===== config.mk =====
export PLATFORM = sky130hd
export DESIGN_NAME = modem_ctl_stat
export DESIGN_NICKNAME = d
export VERILOG_FILES = /design/src/rtl/mcs_pkg.sv /design/src/rtl/mcs_sync.sv /design/src/rtl/mcs_access.sv /design/src/rtl/mcs_datapath.sv /design/src/rtl/modem_ctl_stat.sv
export SDC_FILE = /design/constraint.sdc
export NUM_CORES = 1
export LEC_CHECK = 0
export BUFFER_PORTS_ARGS = -buffer_cell sky130_fd_sc_hd__buf_2
export CORE_MARGIN = 2
export CORE_UTILIZATION = 40
export CTS_CLUSTER_SIZE = 10
export DETAILED_ROUTE_END_ITERATION = 8
export PLACE_DENSITY = 0.68
export RECOVER_POWER = 50
export SETUP_SLACK_MARGIN = 0.4
export SLEW_MARGIN = 10
export SYNTH_ARGS = -nofsm -noshare
export SYNTH_HDL_FRONTEND = slang
export SYNTH_HIERARCHICAL = 1
export SYNTH_SLANG_ARGS = --single-unit

===== constraint.sdc =====
create_clock -name clk -period 3.8 [get_ports clk]
set_clock_uncertainty 0.15 [all_clocks]
set_input_delay 0.19 -clock clk [delete_from_list [all_inputs] [get_ports clk]]
set_output_delay 0.19 -clock clk [all_outputs]
set_load 0.05 [all_outputs]

===== src/rtl/mcs_pkg.sv =====
package mcs_pkg;

  // Strobes handed from the access decoder to the datapath
  typedef struct packed {
    logic ctrlWr;   // load control register
    logic statClr;  // status read: clear change flags
  } mcsStrobeT;

  localparam int REG_W = 8;
  localparam int LINE_W = 4;

  // Control bit positions (decoded by the pin drivers and loopback)
  localparam int CB_DTR = 0;
  localparam int CB_RTS = 1;
  localparam int CB_AUX1 = 2;
  localparam int CB_AUX2 = 3;
  localparam int CB_LOOP = 4;
  localparam logic [REG_W-1:0] CTRL_MASK = 8'h1F;

  // Line vector positions, also the order of status bits
  localparam int LN_CTS = 0;
  localparam int LN_DSR = 1;
  localparam int LN_RI = 2;
  localparam int LN_DCD = 3;

endpackage


===== src/rtl/mcs_sync.sv =====
module mcs_sync #(
  parameter int STAGES = 2,
  parameter int WIDTH = 4
) (
  input  logic             clk,
  input  logic             rstN,
  input  logic [WIDTH-1:0] dIn,
  output logic [WIDTH-1:0] dOut
);

  logic [WIDTH-1:0] stageQ [STAGES];

  // Each stage resets to all ones (inactive for active-low pins)
  for (genvar g = 0; g < STAGES; g++) begin : g_stage
    if (g == 0) begin : g_first
      always_ff @(posedge clk or negedge rstN) begin
        if (!rstN) stageQ[g] <= '1;
        else       stageQ[g] <= dIn;
      end
    end else begin : g_next
      always_ff @(posedge clk or negedge rstN) begin
        if (!rstN) stageQ[g] <= '1;
        else       stageQ[g] <= stageQ[g-1];
      end
    end
  end

  assign dOut = stageQ[STAGES-1];

endmodule


===== src/rtl/mcs_access.sv =====
module mcs_access
  import mcs_pkg::*;
(
  input  logic             regSel,
  input  logic             wrEn,
  input  logic             rdEn,
  input  logic [REG_W-1:0] ctrlVal,
  input  logic [REG_W-1:0] statVal,
  output mcsStrobeT        strobes,
  output logic [REG_W-1:0] rdData
);

  // Only the control register is writable; only a status read has a side effect
  always_comb begin
    strobes.ctrlWr  = wrEn & ~regSel;
    strobes.statClr = rdEn & regSel;
  end

  assign rdData = regSel ? statVal : ctrlVal;

endmodule


===== src/rtl/mcs_datapath.sv =====
module mcs_datapath
  import mcs_pkg::*;
#(
  parameter int SYNC_STAGES = 2,
  parameter bit REPORT_EN = 1'b1
) (
  input  logic              clk,
  input  logic              rstN,
  input  mcsStrobeT         strobes,
  input  logic [REG_W-1:0]  wrData,
  input  logic [LINE_W-1:0] pinsN,
  output logic [REG_W-1:0]  ctrlVal,
  output logic [REG_W-1:0]  statVal,
  output logic              evtAny,
  output logic              statusReq,
  output logic              rtsN,
  output logic              dtrN,
  output logic              out1N,
  output logic              out2N
);

  logic [REG_W-1:0]  ctrlQ;
  logic [LINE_W-1:0] pinsSyncN;
  logic [LINE_W-1:0] loopSrc;
  logic [LINE_W-1:0] lineNext;
  logic [LINE_W-1:0] lineQ;
  logic [LINE_W-1:0] evt;
  logic [LINE_W-1:0] deltaQ;

  // Control register; reserved bits are masked so they stay zero
  always_ff @(posedge clk or negedge rstN) begin
    if (!rstN)               ctrlQ <= '0;
    else if (strobes.ctrlWr) ctrlQ <= wrData & CTRL_MASK;
  end

  assign dtrN  = ~ctrlQ[CB_DTR];
  assign rtsN  = ~ctrlQ[CB_RTS];
  assign out1N = ~ctrlQ[CB_AUX1];
  assign out2N = ~ctrlQ[CB_AUX2];

  mcs_sync #(
    .STAGES(SYNC_STAGES),
    .WIDTH (LINE_W)
  ) u_sync (
    .clk (clk),
    .rstN(rstN),
    .dIn (pinsN),
    .dOut(pinsSyncN)
  );

  // Loopback wiring of the control outputs onto the status lines
  always_comb begin
    loopSrc         = '0;
    loopSrc[LN_CTS] = ctrlQ[CB_RTS];
    loopSrc[LN_DSR] = ctrlQ[CB_DTR];
    loopSrc[LN_RI]  = ctrlQ[CB_AUX1];
    loopSrc[LN_DCD] = ctrlQ[CB_AUX2];
  end

  // One registered mux: the level only ever moves at a clock edge
  assign lineNext = ctrlQ[CB_LOOP] ? loopSrc : ~pinsSyncN;

  always_ff @(posedge clk or negedge rstN) begin
    if (!rstN) lineQ <= '0;
    else       lineQ <= lineNext;
  end

  // Change events: any toggle, except ring which only counts its end
  always_comb begin
    evt         = lineQ ^ lineNext;
    evt[LN_RI]  = lineQ[LN_RI] & ~lineNext[LN_RI];
  end

  assign evtAny = |evt;

  // A fresh event wins over the clear of the same edge
  always_ff @(posedge clk or negedge rstN) begin
    if (!rstN)                deltaQ <= '0;
    else if (strobes.statClr) deltaQ <= evt;
    else                      deltaQ <= deltaQ | evt;
  end

  if (REPORT_EN) begin : g_report
    always_ff @(posedge clk or negedge rstN) begin
      if (!rstN) statusReq <= 1'b0;
      else       statusReq <= evtAny;
    end
  end else begin : g_no_report
    assign statusReq = 1'b0;
  end

  assign ctrlVal = ctrlQ;
  assign statVal = {lineQ, deltaQ};

endmodule


===== src/rtl/modem_ctl_stat.sv =====
module modem_ctl_stat
  import mcs_pkg::*;
#(
  parameter int SYNC_STAGES = 2,
  parameter bit REPORT_EN = 1'b1
) (
  input  logic       clk,
  input  logic       rstN,
  input  logic       regSel,
  input  logic       wrEn,
  input  logic       rdEn,
  input  logic [7:0] wrData,
  output logic [7:0] rdData,
  input  logic       ctsN,
  input  logic       dsrN,
  input  logic       riN,
  input  logic       dcdN,
  output logic       rtsN,
  output logic       dtrN,
  output logic       out1N,
  output logic       out2N,
  output logic       statusReq
);

  mcsStrobeT        strobes;
  logic [REG_W-1:0] ctrlVal;
  logic [REG_W-1:0] statVal;
  logic             evtAny;
  logic [LINE_W-1:0] pinsN;

  assign pinsN = {dcdN, riN, dsrN, ctsN};

  mcs_access u_access (
    .regSel (regSel),
    .wrEn   (wrEn),
    .rdEn   (rdEn),
    .ctrlVal(ctrlVal),
    .statVal(statVal),
    .strobes(strobes),
    .rdData (rdData)
  );

  mcs_datapath #(
    .SYNC_STAGES(SYNC_STAGES),
    .REPORT_EN  (REPORT_EN)
  ) u_datapath (
    .clk      (clk),
    .rstN     (rstN),
    .strobes  (strobes),
    .wrData   (wrData),
    .pinsN    (pinsN),
    .ctrlVal  (ctrlVal),
    .statVal  (statVal),
    .evtAny   (evtAny),
    .statusReq(statusReq),
    .rtsN     (rtsN),
    .dtrN     (dtrN),
    .out1N    (out1N),
    .out2N    (out2N)
  );

endmodule


Word level (Yosys, flattened, before mapping)
Cells that the tools add are included.
- bits in registers: 22
- input bits: 17
- output and inout bits: 13
- multiplexer cells: 3
- bitwise operators: 12
- reductions and logical operators: 1
- operators with widths (operator ; number):
    2-to-1 mux 4 bit ; 2
    2-to-1 mux 8 bit ; 1
    NOT 1 bit ; 6
    NOT 4 bit ; 1
    bitwise OR 4 bit ; 1
    OR reduction 4 bit ; 1
    XOR 4 bit ; 1
    AND 1 bit ; 3

Longest topological paths before layout
Gate-level depths: netlist (run 1).
- word-level depth: 6
- depth in mapped cells: 5

Cells and area by module
The synthesis (run 1) kept the hierarchy.
- modules (own cells, without submodules) (module ; seq. area each (um2) ; instances ; area each (um2) ; cells each):
    mcs_datapath ; 350.3 ; 1 ; 584.3 ; 53
    mcs_sync ; 210.2 ; 1 ; 240.2 ; 12
    mcs_access ; 0.0 ; 1 ; 147.6 ; 11

Least setup slack after synthesis (run 1)
No wires, ideal clock.
- path type: flip-flop to flip-flop
- start: register u_datapath.ctrlQ[0], in the netlist u_datapath/ctrlVal[0]
- end: register u_datapath.statusReq
- setup slack: 2.392 ns
- clock period less this slack: 1.408 ns
- required time: 3.516 ns
- cell stages (with the launch flop): 5
- arrival: 1.123 ns
- cell sequence: dfrtp_1 -> inv_1 -> mux2i_4 -> xnor2_1 -> nand4_1
- cells in the longest elaborated chain, start to end: 3
- RTL lines (what ; line ; source):
    from (decl) ; mcs_datapath.sv:22 ; logic [REG_W-1:0] ctrlQ;
    from (signal assigned) ; mcs_datapath.sv:33 ; else if (strobes.ctrlWr) ctrlQ <= wrData & CTRL_MASK;
    2-to-1 mux 4 bit ; mcs_datapath.sv:61 ; assign lineNext = ctrlQ[CB_LOOP] ? loopSrc : ~pinsSyncN;
    named net u_datapath.lineNext[1] ; mcs_datapath.sv:25 ; logic [LINE_W-1:0] lineNext;
    XOR 4 bit ; mcs_datapath.sv:70 ; evt = lineQ ^ lineNext;
    OR reduction 4 bit ; mcs_datapath.sv:74 ; assign evtAny = |evt;
    named net evtAny ; modem_ctl_stat.sv:28 ; logic evtAny;
    to (signal assigned) ; mcs_datapath.sv:86 ; else statusReq <= evtAny;
    to (decl) ; mcs_datapath.sv:15 ; output logic statusReq,
The timed path passes the listed nets, and every way through them passes these cells.
A chain may end at the register's enable or synchronous reset.

Worst setup path in the final report (run 1)
- start: register u_datapath.ctrlQ[4], in the netlist u_datapath/ctrlVal[4]
- end: output rdData[4]
- cells in the longest elaborated chain, start to end: 1
- RTL lines (what ; line ; source):
    2-to-1 mux 8 bit ; mcs_access.sv:19 ; assign rdData = regSel ? statVal : ctrlVal;
    to (decl) ; modem_ctl_stat.sv:13 ; output logic [7:0] rdData,
Every way passes these cells.

==> results.ini, run 1 <==
[run_status]
status=complete, no violations

[global_route]
track_usage_pct=11.9
grt_pass1_vias=595
grt_pass1_wl_um=2350
grt_max_degree=23
grt_remaining_overflow=0
antenna_found_initial=0

[sta]
maxSlewViolCount=0
grt_setup_unrepaired=false
fmax_ghz=0.584
timing_hold_violations_final=0
tns_ns=0
min_period_ns=1.71
max_slew_margin_pct=26.1
finalSetupViolations=0
worst_hold_slack_ns=0.0763
min_period_over_period_pct=45.1
worst_pin_slew_ns=1.11

[clock_network]
root_buffer=clkbuf_4
htree_levels=1
clock_latency_ns=0.31
numClockSinks=22
cts_setup_buffers=0
holdBufCountCts=10
cts_resized=0
numCtsBuffers=3
clk_pin_slew_worst_paths_ns=0.12
cts_tree=yes
cts_buffer_depth=2

[routing]
routedWlPerCell_um=11.0
drc=0
antenna_left=0
avgViaCountPerCell=4.29
drt-pass1-iter-count=1
vias=584
drt_wl_total_um=1500
drt_iter0_drc=0

[setup_path]
cp.depth=2
critical_path_class=flop to output pin
crit_required_ns=3.46
worstReg2RegStart=u_datapath/ctrlVal[4]
slowest_delay_ns=0.59
r2r_end=u_datapath/statusReq
cp_top_family=flip-flops
cp_max_fo=9
start_kind=flop
worstPathArrival_ns=1.37
regToRegSetupSlack_ns=2.37
reg2reg_depth=3
end_kind=output pin
critical_path_buf_inv_count=1
cpMaxStageDelayCell=dfrtp_1
path_cells=mux2_4, buf_2

[hold_path]
whs_path_depth=3
hp-start=rdEn
hold_end=u_datapath/deltaQ[1]
hp-class=input port to flop

[layout]
drive_above_1_share_pct=47.2
syn_to_final_growth_pct=23.4
finalNonFillerCells=136
antennaDiodeCount=0
nets=126

[synthesis]
yosysWarnings=6
synthFlopType=dfrtp_1
synth_seq_area_share_pct=57.7
synth_top_cell_area_share_pct=36.0
synth_edf_count=0
ys_async_sr_fraction_pct=100
yosys.area.top_type=dfrtp_1
synth.avg_cell_area_um2=12.8
yosys-top-cells-count=dfrtp_1, dfstp_2, inv_1, mux2_4
yosysMostFrequentCell=dfrtp_1
synth_area_leaders=dfrtp_1, dfstp_2, mux2_4
ys_ff_latch=22
synthesis.area_um2=972
synthCells=76
synth.distinct_cells=19

[run]
maxCapViolCount=0

[floorplan]
num_io_pins=30
start_util_pct=43.1
die_y_um=53.3
num_rows=17
core-area_mm2=0.00225
die-area_mm2=0.00284
die_w_um=53.3

[placement]
dpl.cell_count=122
portBuffers=26
place_hpwl_um=1070
gp_congestion=0.714

[power_and_ir_drop]
power_density_mw_per_mm2=517
irDropWorstVdd_uv=258
leakage_uw=0.000579
power_uw=620

==> cell families after synthesis <==
logic type                share of synthesized area (%)
DFF                                                57.7
AOI/OAI and AO/OA                                  6.44
xor gates and xnor gates                           2.70
buffers and inverters                              11.3
other                                             0.386
and+or+nand+nor                                    5.66
muxes                                              15.8
==> worst max-delay path by stage <==
stage                               start              endpoint
global route        u_datapath/ctrlVal[4]             rdData[4]
global placement    u_datapath/ctrlVal[4]  u_datapath/statusReq
floorplan           u_datapath/ctrlVal[0]  u_datapath/statusReq
detailed placement  u_datapath/ctrlVal[4]  u_datapath/statusReq
CTS                 u_datapath/ctrlVal[4]             rdData[4]
finish              u_datapath/ctrlVal[4]             rdData[4]
==> placed cells by master (no fill, tap or decap) <==
cell | Yosys | layout
and2_2 | 1 | 1
dfstp_2 | 8 | 8
nand2b_1 | 1 | 1
clkbuf_1 | 0 | 1
buf_2 | 1 | 25
conb_1 | 1 | 3
dlygate4sd3_1 | 0 | 10
nand4_1 | 1 | 1
mux2i_4 | 1 | 1
xnor2_1 | 3 | 3
clkbuf_4 | 0 | 3
nand2_1 | 7 | 7
and2b_2 | 1 | 1
clkbuf_8 | 0 | 1
dfrtp_1 | 14 | 14
inv_1 | 8 | 8
mux2_4 | 8 | 8
o21ai_1 | 2 | 2
mux2_2 | 1 | 1
o21ai_2 | 2 | 2
o21ai_0 | 7 | 7
==> report_power, final <==
part	internal, uW	switching (uW)
clock network	58.5	67.8
registers	269	22.3
logic	72.4	130
total	400	220
==> area by class of cell <==
class / count / area (um2)
tap: 28 / 35.0
multi-input combinational: 38 / 309
sequential: 22 / 561
clock buffer: 4 / 36.3
fill: 213 / 1050
timing repair buffer: 36 / 229
inverter: 8 / 30.0
==> registers in the layout, summed over array words and instances (netlist names) <==
signal	cells
u_datapath/ctrlVal	5
u_datapath/statusReq	1
u_datapath/u_sync/stageQ	4
u_datapath/deltaQ	4
u_datapath/lineQ	4
u_datapath/u_sync/dOut	4
==> stage by stage <==
step / utilization, % / setup WS [ns] / cell area, um2
after global routing: 53.2 / 2.01 / 1200
after global placement: 47.2 / 2.39 / 1060
final: 53.2 / 2.09 / 1200
after floorplan: - / 2.39 / 980
after CTS: 53.3 / 2.05 / 1200
after detailed placement: 47.2 / 2.39 / 1060
==> tightest hold or removal path: stages <==
cell	delay, ns
buf_2	0.08
and2_2	0.16
o21ai_1	0.07
==> layer usage <==
| metal | up-vias | track usage [%] | wire length [um] |
|---|---|---|---|
| met2 | 16 | 20.8 | 730 |
| met3 | 2 | 2.26 | 76 |
| met5 | - | 0 | 0 |
| met4 | 0 | 8.97 | 30 |
| li1 | 294 | - | - |
| met1 | 272 | 12.3 | 659 |
Power figures use the tool's default switching activity.
==> inputs of run 2 (changes only) <==
==> constraint.sdc (replaced) <==
create_clock -name clk -period 1.61 [get_ports clk]
set_clock_uncertainty 0.15 [all_clocks]
set_input_delay 0.0805 -clock clk [delete_from_list [all_inputs] [get_ports clk]]
set_output_delay 0.0805 -clock clk [all_outputs]
set_load 0.05 [all_outputs]
==> run 2 against run 1 <==
Cell area rose by 23%. Global-route usage up 2.6 points. Setup slack lost 1.9 ns. Wire length is 28% higher.
==> results.ini, run 2 (synthesis results as in run 1) <==
[floorplan]
num_rows=17  ; unchanged
die_w_um=53.3  ; unchanged
start_util_pct=43.1  ; unchanged
num_io_pins=30  ; unchanged
core-area_mm2=0.00225  ; unchanged
die-area_mm2=0.00284  ; unchanged
die_y_um=53.3  ; unchanged

[global_route]
track_usage_pct=14.5  ; was 11.9%
grt_pass1_vias=643  ; was 595
antenna_found_initial=0  ; unchanged
grt_pass1_wl_um=2770  ; was 2350 um
grt_max_degree=23  ; unchanged
grt_remaining_overflow=0  ; unchanged

[setup_path]
worstPathArrival_ns=1.19  ; was 1.37 ns
start_kind=flop  ; unchanged
cp_top_family=flip-flops  ; unchanged
end_kind=output pin  ; unchanged
cpMaxStageDelayCell=dfrtp_1  ; unchanged
crit_required_ns=1.38  ; was 3.46 ns
path_cells=mux2_4, buf_6  ; was mux2_4, buf_2
critical_path_class=flop to output pin  ; unchanged
cp_max_fo=3  ; was 9
critical_path_buf_inv_count=1  ; unchanged
slowest_delay_ns=0.44  ; was 0.59 ns

[layout]
drive_above_1_share_pct=62.5  ; was 47.2%
nets=138  ; was 126
mostFrequentLayoutCell=buf_6  ; was buf_2
largest_reg_flops=5  ; unchanged
most-common-layout-cells=buf_6, buf_2, dfrtp_1  ; was buf_2, dfrtp_1, dlygate4sd3_1
syn_to_final_growth_pct=52.4  ; was 23.4%
antennaDiodeCount=0  ; unchanged

[routing]
avgViaCountPerCell=4.49  ; was 4.29
drc=0  ; unchanged
antenna_left=0  ; unchanged
drt-pass1-iter-count=4  ; was 1
vias=665  ; was 584
routedWlPerCell_um=13.0  ; was 11.0 um
drt_iter0_drc=10  ; was 0
drt_wl_total_um=1920  ; was 1500 um

[run_status]
status=complete, no violations  ; unchanged

[placement]
place_hpwl_um=1130  ; was 1070 um
portBuffers=26  ; unchanged
gp_congestion=0.713  ; was 0.714
dp_slack_ns=0.203  ; was 2.39 ns

[clock_network]
clk_pin_slew_worst_paths_ns=0.12  ; about the same
numCtsBuffers=3  ; unchanged
cts_tree=yes  ; unchanged
clock_latency_ns=0.31  ; about the same
numClockSinks=22  ; unchanged
cts_buffer_depth=2  ; unchanged
root_buffer=clkbuf_4  ; unchanged
htree_levels=1  ; unchanged

[power_and_ir_drop]
power_uw=1710  ; was 620 uW
power_density_mw_per_mm2=1160  ; was 517 mW/mm2
leakage_uw=0.000705  ; was 0.000579 uW
irDropWorstVdd_uv=645  ; was 258 uV

[run]
maxCapViolCount=0  ; unchanged

[sta]
min_period_over_period_pct=88.3
min_period_ns=1.42
timing_hold_violations_final=0  ; unchanged
fmax_ghz=0.703
finalSetupViolations=0  ; unchanged
grt_setup_unrepaired=true  ; was false
max_slew_margin_pct=65.2  ; was 26.1%
maxSlewViolCount=0  ; unchanged
tns_ns=0  ; unchanged
worst_pin_slew_ns=0.522  ; was 1.11 ns
worst_slack_ns=0.188  ; was 2.09 ns

[hold_path]
hp-class=input port to flop  ; unchanged

## run 2: area by class of cell
class	count	area, um2
Timing Repair Buffer	48	432
Tap cell	28	35.0
Sequential cell	22	562
Inverter	8	41.3
Multi-Input combinational cell	38	375
Fill cell	179	773
Clock buffer	4	36.3
## run 2: through the flow
| stage | std cells | utilization, % | instance area (um2) | hold slack, ns |
|---|---|---|---|---|
| floorplan | 78 | - | 983 | -0.365 |
| global placement | 122 | 47.4 | 1070 | -0.0931 |
| detailed placement | 122 | 47.4 | 1070 | -0.0875 |
| CTS | 143 | 61.3 | 1380 | 0.0383 |
| global route | 148 | 65.7 | 1480 | 0.0790 |
| finish | 148 | 65.7 | 1480 | 0.0493 |
## run 2: final timing paths
path,from,end,slack (ns),cells after the start
setup / recovery,u_datapath/ctrlVal[3],rdData[3],0.19,2
min in group asynchronous,rstN,u_datapath/ctrlVal[2],0.11,2
hold reg to reg,u_datapath/u_sync/stageQ[7],u_datapath/u_sync/dOut[3],0.21,0
hold / removal,wrEn,u_datapath/ctrlVal[3],0.05,3
setup reg to reg,u_datapath/ctrlVal[3],u_datapath/statusReq,0.26,6
max in group asynchronous,rstN,u_datapath/ctrlVal[4],0.82,2
## run 2: what timing repair did
item / CTS / global route
hold buffers: 11 / 0
pin swaps: 4 / 1
endpoints found under the setup margin: 17 / 17
resized for setup: 38 / 15
hold endpoints to repair: 35 / 0
setup buffers: 6 / 5
## run 2: where the power goes
group	total [uW]	internal (uW)	switching (uW)
logic	730	338	392
clock network	299	138	161
registers	685	636	49.2
total	1710	1110	602
## run 2: layer usage
layer	share of wire, %	track usage (%)
met1	41	16.0
met3	3.0	1.69
met4	2.2	10.3
met5	0	0
met2	54	25.3
## run 2: worst register-to-register path: stages (launching register included)
cell and delay, ns:
dfrtp_1 0.44, buf_6 0.13, buf_6 0.11, nand2_4 0.07, o21ai_4 0.06, xnor2_2 0.15, nand4_1 0.11
